--- config.mk ---
export PLATFORM = sky130hd
export DESIGN_NAME = gpx_expander
export DESIGN_NICKNAME = d
export VERILOG_FILES = /design/src/rtl/gpx_pkg.sv /design/src/rtl/gpx_sync.sv /design/src/rtl/gpx_i2c_target.sv /design/src/rtl/gpx_regs.sv /design/src/rtl/gpx_irq.sv /design/src/rtl/gpx_expander.sv
export SDC_FILE = /design/constraint.sdc
export NUM_CORES = 1
export LEC_CHECK = 0
export ABC_AREA = 1
export BUFFER_PORTS_ARGS = -buffer_cell sky130_fd_sc_hd__buf_2
export CORE_MARGIN = 2
export CORE_UTILIZATION = 40
export DETAILED_ROUTE_END_ITERATION = 6
export PLACE_DENSITY = 0.61
export REMOVE_ABC_BUFFERS = 1
export SLEW_MARGIN = 0
export SYNTH_ARGS = -nofsm -noshare
export SYNTH_HDL_FRONTEND = slang
export SYNTH_SLANG_ARGS = --single-unit
--- constraint.sdc ---
create_clock -name clk -period 2.6 [get_ports clk]
set_clock_uncertainty 0.15 [all_clocks]
set_input_delay 0.52 -clock clk [delete_from_list [all_inputs] [get_ports clk]]
set_output_delay 0.52 -clock clk [all_outputs]
set_load 0.02 [all_outputs]
--- src/rtl/gpx_pkg.sv ---
package gpx_pkg;
  localparam int BYTE_W = 8;
  localparam int PTR_W  = 2;

  localparam logic [PTR_W-1:0] REG_IN  = 2'd0;
  localparam logic [PTR_W-1:0] REG_OUT = 2'd1;
  localparam logic [PTR_W-1:0] REG_POL = 2'd2;
  localparam logic [PTR_W-1:0] REG_CFG = 2'd3;

  typedef enum logic [2:0] {
    ST_IDLE,
    ST_ADDR,
    ST_ADDR_ACK,
    ST_WR,
    ST_WR_ACK,
    ST_RD,
    ST_RD_ACK,
    ST_SKIP
  } tgt_state_e;
endpackage

--- src/rtl/gpx_sync.sv ---
module gpx_sync #(
  parameter int         W       = 1,
  parameter int         STAGES  = 2,
  parameter logic [W-1:0] RST_VAL = '1
) (
  input  logic         clk,
  input  logic         rst,
  input  logic [W-1:0] d,
  output logic [W-1:0] q
);
  logic [W-1:0] stg [STAGES];

  always_ff @(posedge clk) begin
    if (rst) begin
      for (int i = 0; i < STAGES; i++) stg[i] <= RST_VAL;
    end else begin
      stg[0] <= d;
      for (int i = 1; i < STAGES; i++) stg[i] <= stg[i-1];
    end
  end

  assign q = stg[STAGES-1];
endmodule

--- src/rtl/gpx_i2c_target.sv ---
module gpx_i2c_target
  import gpx_pkg::*;
#(
  parameter logic [6:0] DEV_ADDR    = 7'h20,
  parameter int         SYNC_STAGES = 2
) (
  input  logic              clk,
  input  logic              rst,
  input  logic              scl_i,
  input  logic              sda_i,
  output logic              sda_oe,
  output logic              wr_valid,
  output logic              wr_first,
  output logic [BYTE_W-1:0] wr_byte,
  output logic              rd_load,
  input  logic [BYTE_W-1:0] rd_data
);
  localparam int CNT_W = $clog2(BYTE_W);
  localparam logic [CNT_W-1:0] LAST_BIT = CNT_W'(BYTE_W - 1);

  logic [1:0] bus_s;
  logic scl_s, sda_s, scl_q, sda_q;
  logic scl_rise, scl_fall, start_det, stop_det;

  gpx_sync #(.W(2), .STAGES(SYNC_STAGES), .RST_VAL(2'b11)) u_bus_sync (
    .clk (clk),
    .rst (rst),
    .d   ({scl_i, sda_i}),
    .q   (bus_s)
  );

  assign scl_s = bus_s[1];
  assign sda_s = bus_s[0];

  always_ff @(posedge clk) begin
    if (rst) begin
      scl_q <= 1'b1;
      sda_q <= 1'b1;
    end else begin
      scl_q <= scl_s;
      sda_q <= sda_s;
    end
  end

  assign scl_rise  = scl_s & ~scl_q;
  assign scl_fall  = ~scl_s & scl_q;
  assign start_det = scl_s & scl_q & sda_q & ~sda_s;
  assign stop_det  = scl_s & scl_q & ~sda_q & sda_s;

  tgt_state_e        st;
  logic [CNT_W-1:0]  cnt;
  logic [BYTE_W-1:0] shreg;
  logic [BYTE_W-1:0] nxt_byte;
  logic              rw_q, ack_on, first_q, more_q;

  assign nxt_byte = {shreg[BYTE_W-2:0], sda_s};

  always_ff @(posedge clk) begin
    if (rst) begin
      st       <= ST_IDLE;
      cnt      <= '0;
      shreg    <= '0;
      rw_q     <= 1'b0;
      ack_on   <= 1'b0;
      first_q  <= 1'b0;
      more_q   <= 1'b0;
      sda_oe   <= 1'b0;
      wr_valid <= 1'b0;
      wr_first <= 1'b0;
      wr_byte  <= '0;
      rd_load  <= 1'b0;
    end else begin
      wr_valid <= 1'b0;
      rd_load  <= 1'b0;
      if (start_det) begin
        st      <= ST_ADDR;
        cnt     <= '0;
        ack_on  <= 1'b0;
        sda_oe  <= 1'b0;
        first_q <= 1'b1;
      end else if (stop_det) begin
        st     <= ST_IDLE;
        ack_on <= 1'b0;
        sda_oe <= 1'b0;
      end else begin
        case (st)
          ST_ADDR: if (scl_rise) begin
            shreg <= nxt_byte;
            cnt   <= cnt + 1'b1;
            if (cnt == LAST_BIT) begin
              if (nxt_byte[BYTE_W-1:1] == DEV_ADDR) begin
                st   <= ST_ADDR_ACK;
                rw_q <= nxt_byte[0];
              end else begin
                st <= ST_SKIP;
              end
            end
          end
          ST_WR: if (scl_rise) begin
            shreg <= nxt_byte;
            cnt   <= cnt + 1'b1;
            if (cnt == LAST_BIT) begin
              wr_valid <= 1'b1;
              wr_first <= first_q;
              wr_byte  <= nxt_byte;
              first_q  <= 1'b0;
              st       <= ST_WR_ACK;
            end
          end
          ST_ADDR_ACK, ST_WR_ACK: if (scl_fall) begin
            if (!ack_on) begin
              ack_on <= 1'b1;
              sda_oe <= 1'b1;
            end else begin
              ack_on <= 1'b0;
              cnt    <= '0;
              if (st == ST_ADDR_ACK && rw_q) begin
                st      <= ST_RD;
                shreg   <= rd_data;
                rd_load <= 1'b1;
                sda_oe  <= ~rd_data[BYTE_W-1];
              end else begin
                st     <= ST_WR;
                sda_oe <= 1'b0;
              end
            end
          end
          ST_RD: if (scl_fall) begin
            if (cnt == LAST_BIT) begin
              sda_oe <= 1'b0;
              st     <= ST_RD_ACK;
            end else begin
              cnt    <= cnt + 1'b1;
              shreg  <= {shreg[BYTE_W-2:0], 1'b0};
              sda_oe <= ~shreg[BYTE_W-2];
            end
          end
          ST_RD_ACK: begin
            if (scl_rise) more_q <= ~sda_s;
            if (scl_fall) begin
              if (more_q) begin
                st      <= ST_RD;
                cnt     <= '0;
                shreg   <= rd_data;
                rd_load <= 1'b1;
                sda_oe  <= ~rd_data[BYTE_W-1];
              end else begin
                st <= ST_SKIP;
              end
            end
          end
          default: ;
        endcase
      end
    end
  end


  skip_quiet_chk: assert property (@(posedge clk) disable iff (rst)
    (st == ST_SKIP) |-> !sda_oe);


  ack_low_scl_chk: assert property (@(posedge clk) disable iff (rst)
    $rose(sda_oe) |-> !scl_s);
endmodule

--- src/rtl/gpx_regs.sv ---
module gpx_regs
  import gpx_pkg::*;
(
  input  logic              clk,
  input  logic              rst,
  input  logic              wr_valid,
  input  logic              wr_first,
  input  logic [BYTE_W-1:0] wr_byte,
  input  logic              rd_load,
  input  logic [BYTE_W-1:0] pins_s,
  output logic [BYTE_W-1:0] rd_data,
  output logic [BYTE_W-1:0] out_q,
  output logic [BYTE_W-1:0] cfg_q,
  output logic              rd_in_pulse
);
  logic [PTR_W-1:0]  ptr_q;
  logic [BYTE_W-1:0] pol_q;

  always_ff @(posedge clk) begin
    if (rst) begin
      ptr_q <= REG_IN;
      out_q <= '1;
      pol_q <= '0;
      cfg_q <= '1;
    end else if (wr_valid) begin
      if (wr_first) begin
        ptr_q <= wr_byte[PTR_W-1:0];
      end else begin
        case (ptr_q)
          REG_OUT: out_q <= wr_byte;
          REG_POL: pol_q <= wr_byte;
          REG_CFG: cfg_q <= wr_byte;
          default: ;
        endcase
      end
    end
  end

  always_comb begin
    case (ptr_q)
      REG_IN:  rd_data = pins_s ^ pol_q;
      REG_OUT: rd_data = out_q;
      REG_POL: rd_data = pol_q;
      default: rd_data = cfg_q;
    endcase
  end

  assign rd_in_pulse = rd_load && (ptr_q == REG_IN);


  in_write_ignored_chk: assert property (@(posedge clk) disable iff (rst)
    (wr_valid && !wr_first && ptr_q == REG_IN) |=>
      ($stable(out_q) && $stable(pol_q) && $stable(cfg_q)));


  out_write_lands_chk: assert property (@(posedge clk) disable iff (rst)
    (wr_valid && !wr_first && ptr_q == REG_OUT) |=> out_q == $past(wr_byte));
endmodule

--- src/rtl/gpx_irq.sv ---
module gpx_irq
  import gpx_pkg::*;
(
  input  logic              clk,
  input  logic              rst,
  input  logic [BYTE_W-1:0] pins_s,
  input  logic [BYTE_W-1:0] in_mask,
  input  logic              capture,
  output logic              irq_oe
);
  logic [BYTE_W-1:0] snap_q;
  logic [BYTE_W-1:0] diff;

  assign diff = (pins_s ^ snap_q) & in_mask;

  always_ff @(posedge clk) begin
    if (rst) begin
      snap_q <= '1;
      irq_oe <= 1'b0;
    end else begin
      if (capture) snap_q <= pins_s;
      irq_oe <= |diff;
    end
  end


  output_pins_quiet_chk: assert property (@(posedge clk) disable iff (rst)
    (in_mask == '0) |=> !irq_oe);
endmodule

--- src/rtl/gpx_expander.sv ---
module gpx_expander
  import gpx_pkg::*;
#(
  parameter logic [6:0] DEV_ADDR    = 7'h20,
  parameter int         SYNC_STAGES = 2
) (
  input  logic              clk,
  input  logic              rst,
  input  logic              scl_i,
  input  logic              sda_i,
  output logic              sda_oe,
  input  logic [BYTE_W-1:0] pin_i,
  output logic [BYTE_W-1:0] pin_o,
  output logic [BYTE_W-1:0] pin_oe,
  output logic              irq_oe
);
  logic              wr_valid, wr_first, rd_load, rd_in_pulse;
  logic [BYTE_W-1:0] wr_byte, rd_data, pins_s, out_q, cfg_q;

  gpx_sync #(.W(BYTE_W), .STAGES(SYNC_STAGES), .RST_VAL('1)) u_pin_sync (
    .clk (clk),
    .rst (rst),
    .d   (pin_i),
    .q   (pins_s)
  );

  gpx_i2c_target #(.DEV_ADDR(DEV_ADDR), .SYNC_STAGES(SYNC_STAGES)) u_tgt (
    .clk      (clk),
    .rst      (rst),
    .scl_i    (scl_i),
    .sda_i    (sda_i),
    .sda_oe   (sda_oe),
    .wr_valid (wr_valid),
    .wr_first (wr_first),
    .wr_byte  (wr_byte),
    .rd_load  (rd_load),
    .rd_data  (rd_data)
  );

  gpx_regs u_regs (
    .clk         (clk),
    .rst         (rst),
    .wr_valid    (wr_valid),
    .wr_first    (wr_first),
    .wr_byte     (wr_byte),
    .rd_load     (rd_load),
    .pins_s      (pins_s),
    .rd_data     (rd_data),
    .out_q       (out_q),
    .cfg_q       (cfg_q),
    .rd_in_pulse (rd_in_pulse)
  );

  gpx_irq u_irq (
    .clk     (clk),
    .rst     (rst),
    .pins_s  (pins_s),
    .in_mask (cfg_q),
    .capture (rd_in_pulse),
    .irq_oe  (irq_oe)
  );

  assign pin_o  = out_q;
  assign pin_oe = ~cfg_q;
endmodule

==> results.md <==
- DRT iter0 DRCs: 260
- Effective utilization at floorplan: 0.412
- GRT Total Usage: 0.196
- Cells on worst reg2reg path: 10
- Gate power share: 0.268
- Synth Area in Compound Gates: 0.150
- Cts hold-fix bufs: 0
- CTS clk-pin slew, worst paths: around 0.09 ns
- Detailed-route DRC error count: 0
- F_max: between 400 and 500 MHz
- Final Slew Violations: 0
- Setup Viol. Count Final: 0
- CP cell instances: inv_1, nand2_1, nand2_1, nand2_2, nand2_2, clkinv_2, nand3_4, nand2_1, nand2_1, nor2_1
- Post-Route WL: 9330 um
- Drt first pass iters: 4
- Rel. slew slack: 0.557
- CTS resizes: 0
- Net Switching: 1.21 mW
- Die ar.: 0.0103 mm^2
- PortBufs: 29
- Critical R2R Capture: u_tgt.shreg[3]
- Max FO, Critical Path: 14
- Multiplexer area fraction after synthesis: 0
- Clock power frac: 0.303
- Total leakage power: 2.00 nW
- Row Count: 35
- Worst Setup End Kind: flop
- CP arrival: 2.23 ns
- Power Internal: 2.26 mW
- Crit path depth: 10
- CTS sink cnt: 86
- Setup tns final: 0 ns
- Commonest non-fill, non-tap cell in the layout: nand2_1
- Hold Crit Start: pin_i[4]
- Register area share after synthesis: 0.452
- WL per Instance: 13.5 um
- Max-cap violations: 0
- Worst Hold Path Cells: 2
- Worst slack, placed: 0.526 ns
- Top cell type's share of synthesized area: 0.452
- Setup ws final: 0.517 ns
- Hold Path Sink: u_pin_sync.stg[0][4]
- Status: complete, no violations
- DP Cell Count: approximately 680
- Top post-synthesis cells by area: dfxtp_1 (45%), nand2_1 (12%), inv_1 (6.1%)
- Mapped Cells: 526
- Hpwl dp: 6900 um
- Measured slew at the worst slew-check pin: 0.663 ns
- Total CTS buffers: 9
- Worst setup SP type: flop
- Count of cell types in the netlist: 32
- Syn Std Cell Area: 0.00381 mm^2
- Initial antenna violation count: 0
- PwrDens: 806 mW/mm^2
- # H-tree levels: 3
- Post-Synth Simple-Gate Area: 0.293
- Vias per inst: 4.94
- First-pass GRT wire length: 15900 um
- Family with the most delay on the worst path: simple AND/OR/NAND/NOR gates
- Min-delay worst type: in2reg
- Post-synthesis adder-cell area fraction: 0.00657
- Bufs on Longest Clock Path: 2
- Final hold vios: 0
- Io pins: 30
- Period minus WS final: ~2.1 ns
- CTS tree: built
- Most frequent cells in the layout: nand2_1 (125), dfxtp_1 (86), inv_1 (62), o21ai_0 (45)
- Required time worst endpoint: 2.75 ns
- Clock root buffer: clkbuf_8
- Post-DRT Antenna Nets: 0
- # diodes: 0
- Largest family of logic cells by synthesized area: simple AND/OR/NAND/NOR gates
- Core area: 0.00924 mm^2
- Reg2Reg Setup Slack: between 0.5 and 0.6 ns
- Area leader, netlist: dfxtp_1
- Net Sw Frac: 0.348
- Total gr overflow: 0
- Via count: 3407
- WP buf/inv: 2
- Worst VDD drop: approximately 290 uV
- Crit-path most repeated cell: nand2_1
- P&R area growth vs syn: 13.0%
- Post-CTS Setup Bufs: 0
- Slowest cell delay on critical path: 0.56 ns
- Reg2reg start: u_tgt.st[2]
- GP Congestion: 0.901
- Vias in the first global route: 3221
- Final instance area: 0.00431 mm^2
- Post-synthesis xor/xnor area fraction: 0.00690
- RSZ-0062 raised after global routing: false
- Number of synthesis warnings: 0
- Share of layout cells above drive strength 1: 0.162
- Tcrit/Tclk final: 0.801
- Clock Latency Late Sink: 0.36 ns
- Layout Cells excl Fill: between 600 and 700
- Die Span X: between 100 and 150 um
- Height of the die: 102 um
- Nets: 571
- Crit path max-delay cell type: dfxtp_1
- DP Area: roughly 0.0041 mm^2
- Crit Path Class: reg2reg
- Yosys reg bits: 86
- Seq pwr share: 0.429
- Pin count of the biggest net entering global routing: 24
- Mean Syn Cell Area: just over 7 um^2
registers in the layout, indices dropped and copies added, names as in the netlist, 2 cells and up:
| register | flops |
|---|---|
| u_irq.snap_q | 8 |
| u_pin_sync.stg | 16 |
| u_regs.cfg_q | 8 |
| u_regs.out_q | 8 |
| u_regs.pol_q | 8 |
| u_regs.ptr_q | 2 |
| u_tgt.cnt | 3 |
| u_tgt.shreg | 7 |
| u_tgt.st | 3 |
| u_tgt.u_bus_sync.stg | 4 |
| u_tgt.wr_byte | 8 |
layout make-up:
| cell class | count | area [um^2] |
|---|---|---|
| Clock buffer | 9 | 124 |
| Clock inverter | 6 | 95.1 |
| Fill cell | 939 | 4930 |
| Inverter | 68 | 259 |
| Multi-Input combinational cell | 355 | 1740 |
| Sequential cell | 86 | 1720 |
| Tap cell | 129 | 161 |
| Timing Repair Buffer | 37 | 205 |
synth_stat cells:
library cell  number
a21oi_1           33
nand3b_1           2
or2_2             21
nor3_1             4
clkbuf_4           1
buf_6              2
inv_2              3
xnor2_1            3
dfxtp_1           86
nand2_4            1
inv_4              1
o211ai_1          19
clkinv_1           1
o21ai_0           45
o22ai_1            4
nand3_1           39
o21ai_1            1
ha_1               2
nand3_2            3
nand4_1            5
nand2_2            3
nand2_1          125
nand3_4            1
inv_1             62
nor2_4             1
nor2_1            39
clkbuf_1          10
buf_4              1
a21oi_2            1
nor2_2             3
buf_2              3
clkinv_2           1
through the flow:
step | hold slack, ns | power (mW) | util
final | 0.181 | 3.47 | 0.466
after global routing | 0.166 | 3.72 | 0.466
after CTS | 0.170 | 3.50 | 0.466
after detailed placement | 0.249 | 2.44 | 0.442
after global placement | 0.243 | 2.43 | 0.442
after floorplan | 0.239 | 2.22 | -
power groups by stage:
stage                     Combinational (mW)  Sequential (mW)  Clock [mW]
final                                  0.929             1.49        1.05
after CTS                              0.929             1.49        1.08
after global placement                 0.914             1.52           0
after floorplan                        0.713             1.51           0
after detailed placement               0.922             1.52           0
after global routing                    1.08             1.50        1.13
kinds of logic after synthesis:
logic type,after synthesis
compound gates,103
xor+xnor,3
fa+ha+maj,2
buf+inv,85
flops,86
simple gates,247
worst max path at each step:
stage | endpoint | slack [ns] | from
after floorplan | u_tgt.wr_byte[3] | 0.64 | rst
after global placement | u_tgt.shreg[5] | 0.58 | u_tgt.st[2]
after detailed placement | u_tgt.shreg[3] | 0.53 | u_tgt.st[2]
after CTS | u_tgt.shreg[3] | 0.50 | u_tgt.st[2]
after global routing | u_tgt.shreg[5] | 0.22 | u_tgt.st[2]
final | u_tgt.shreg[3] | 0.52 | u_tgt.st[2]
per-layer routing:
layer  vias up  routed length, um  global-route usage
li1       1761                  -                   -
met1      1575               4780               0.282
met2        58               4060               0.296
met3        13                363              0.0324
met4         0                125              0.0696
met5         -                  0                   0
No activity file was read; power rests on OpenSTA's default activity.
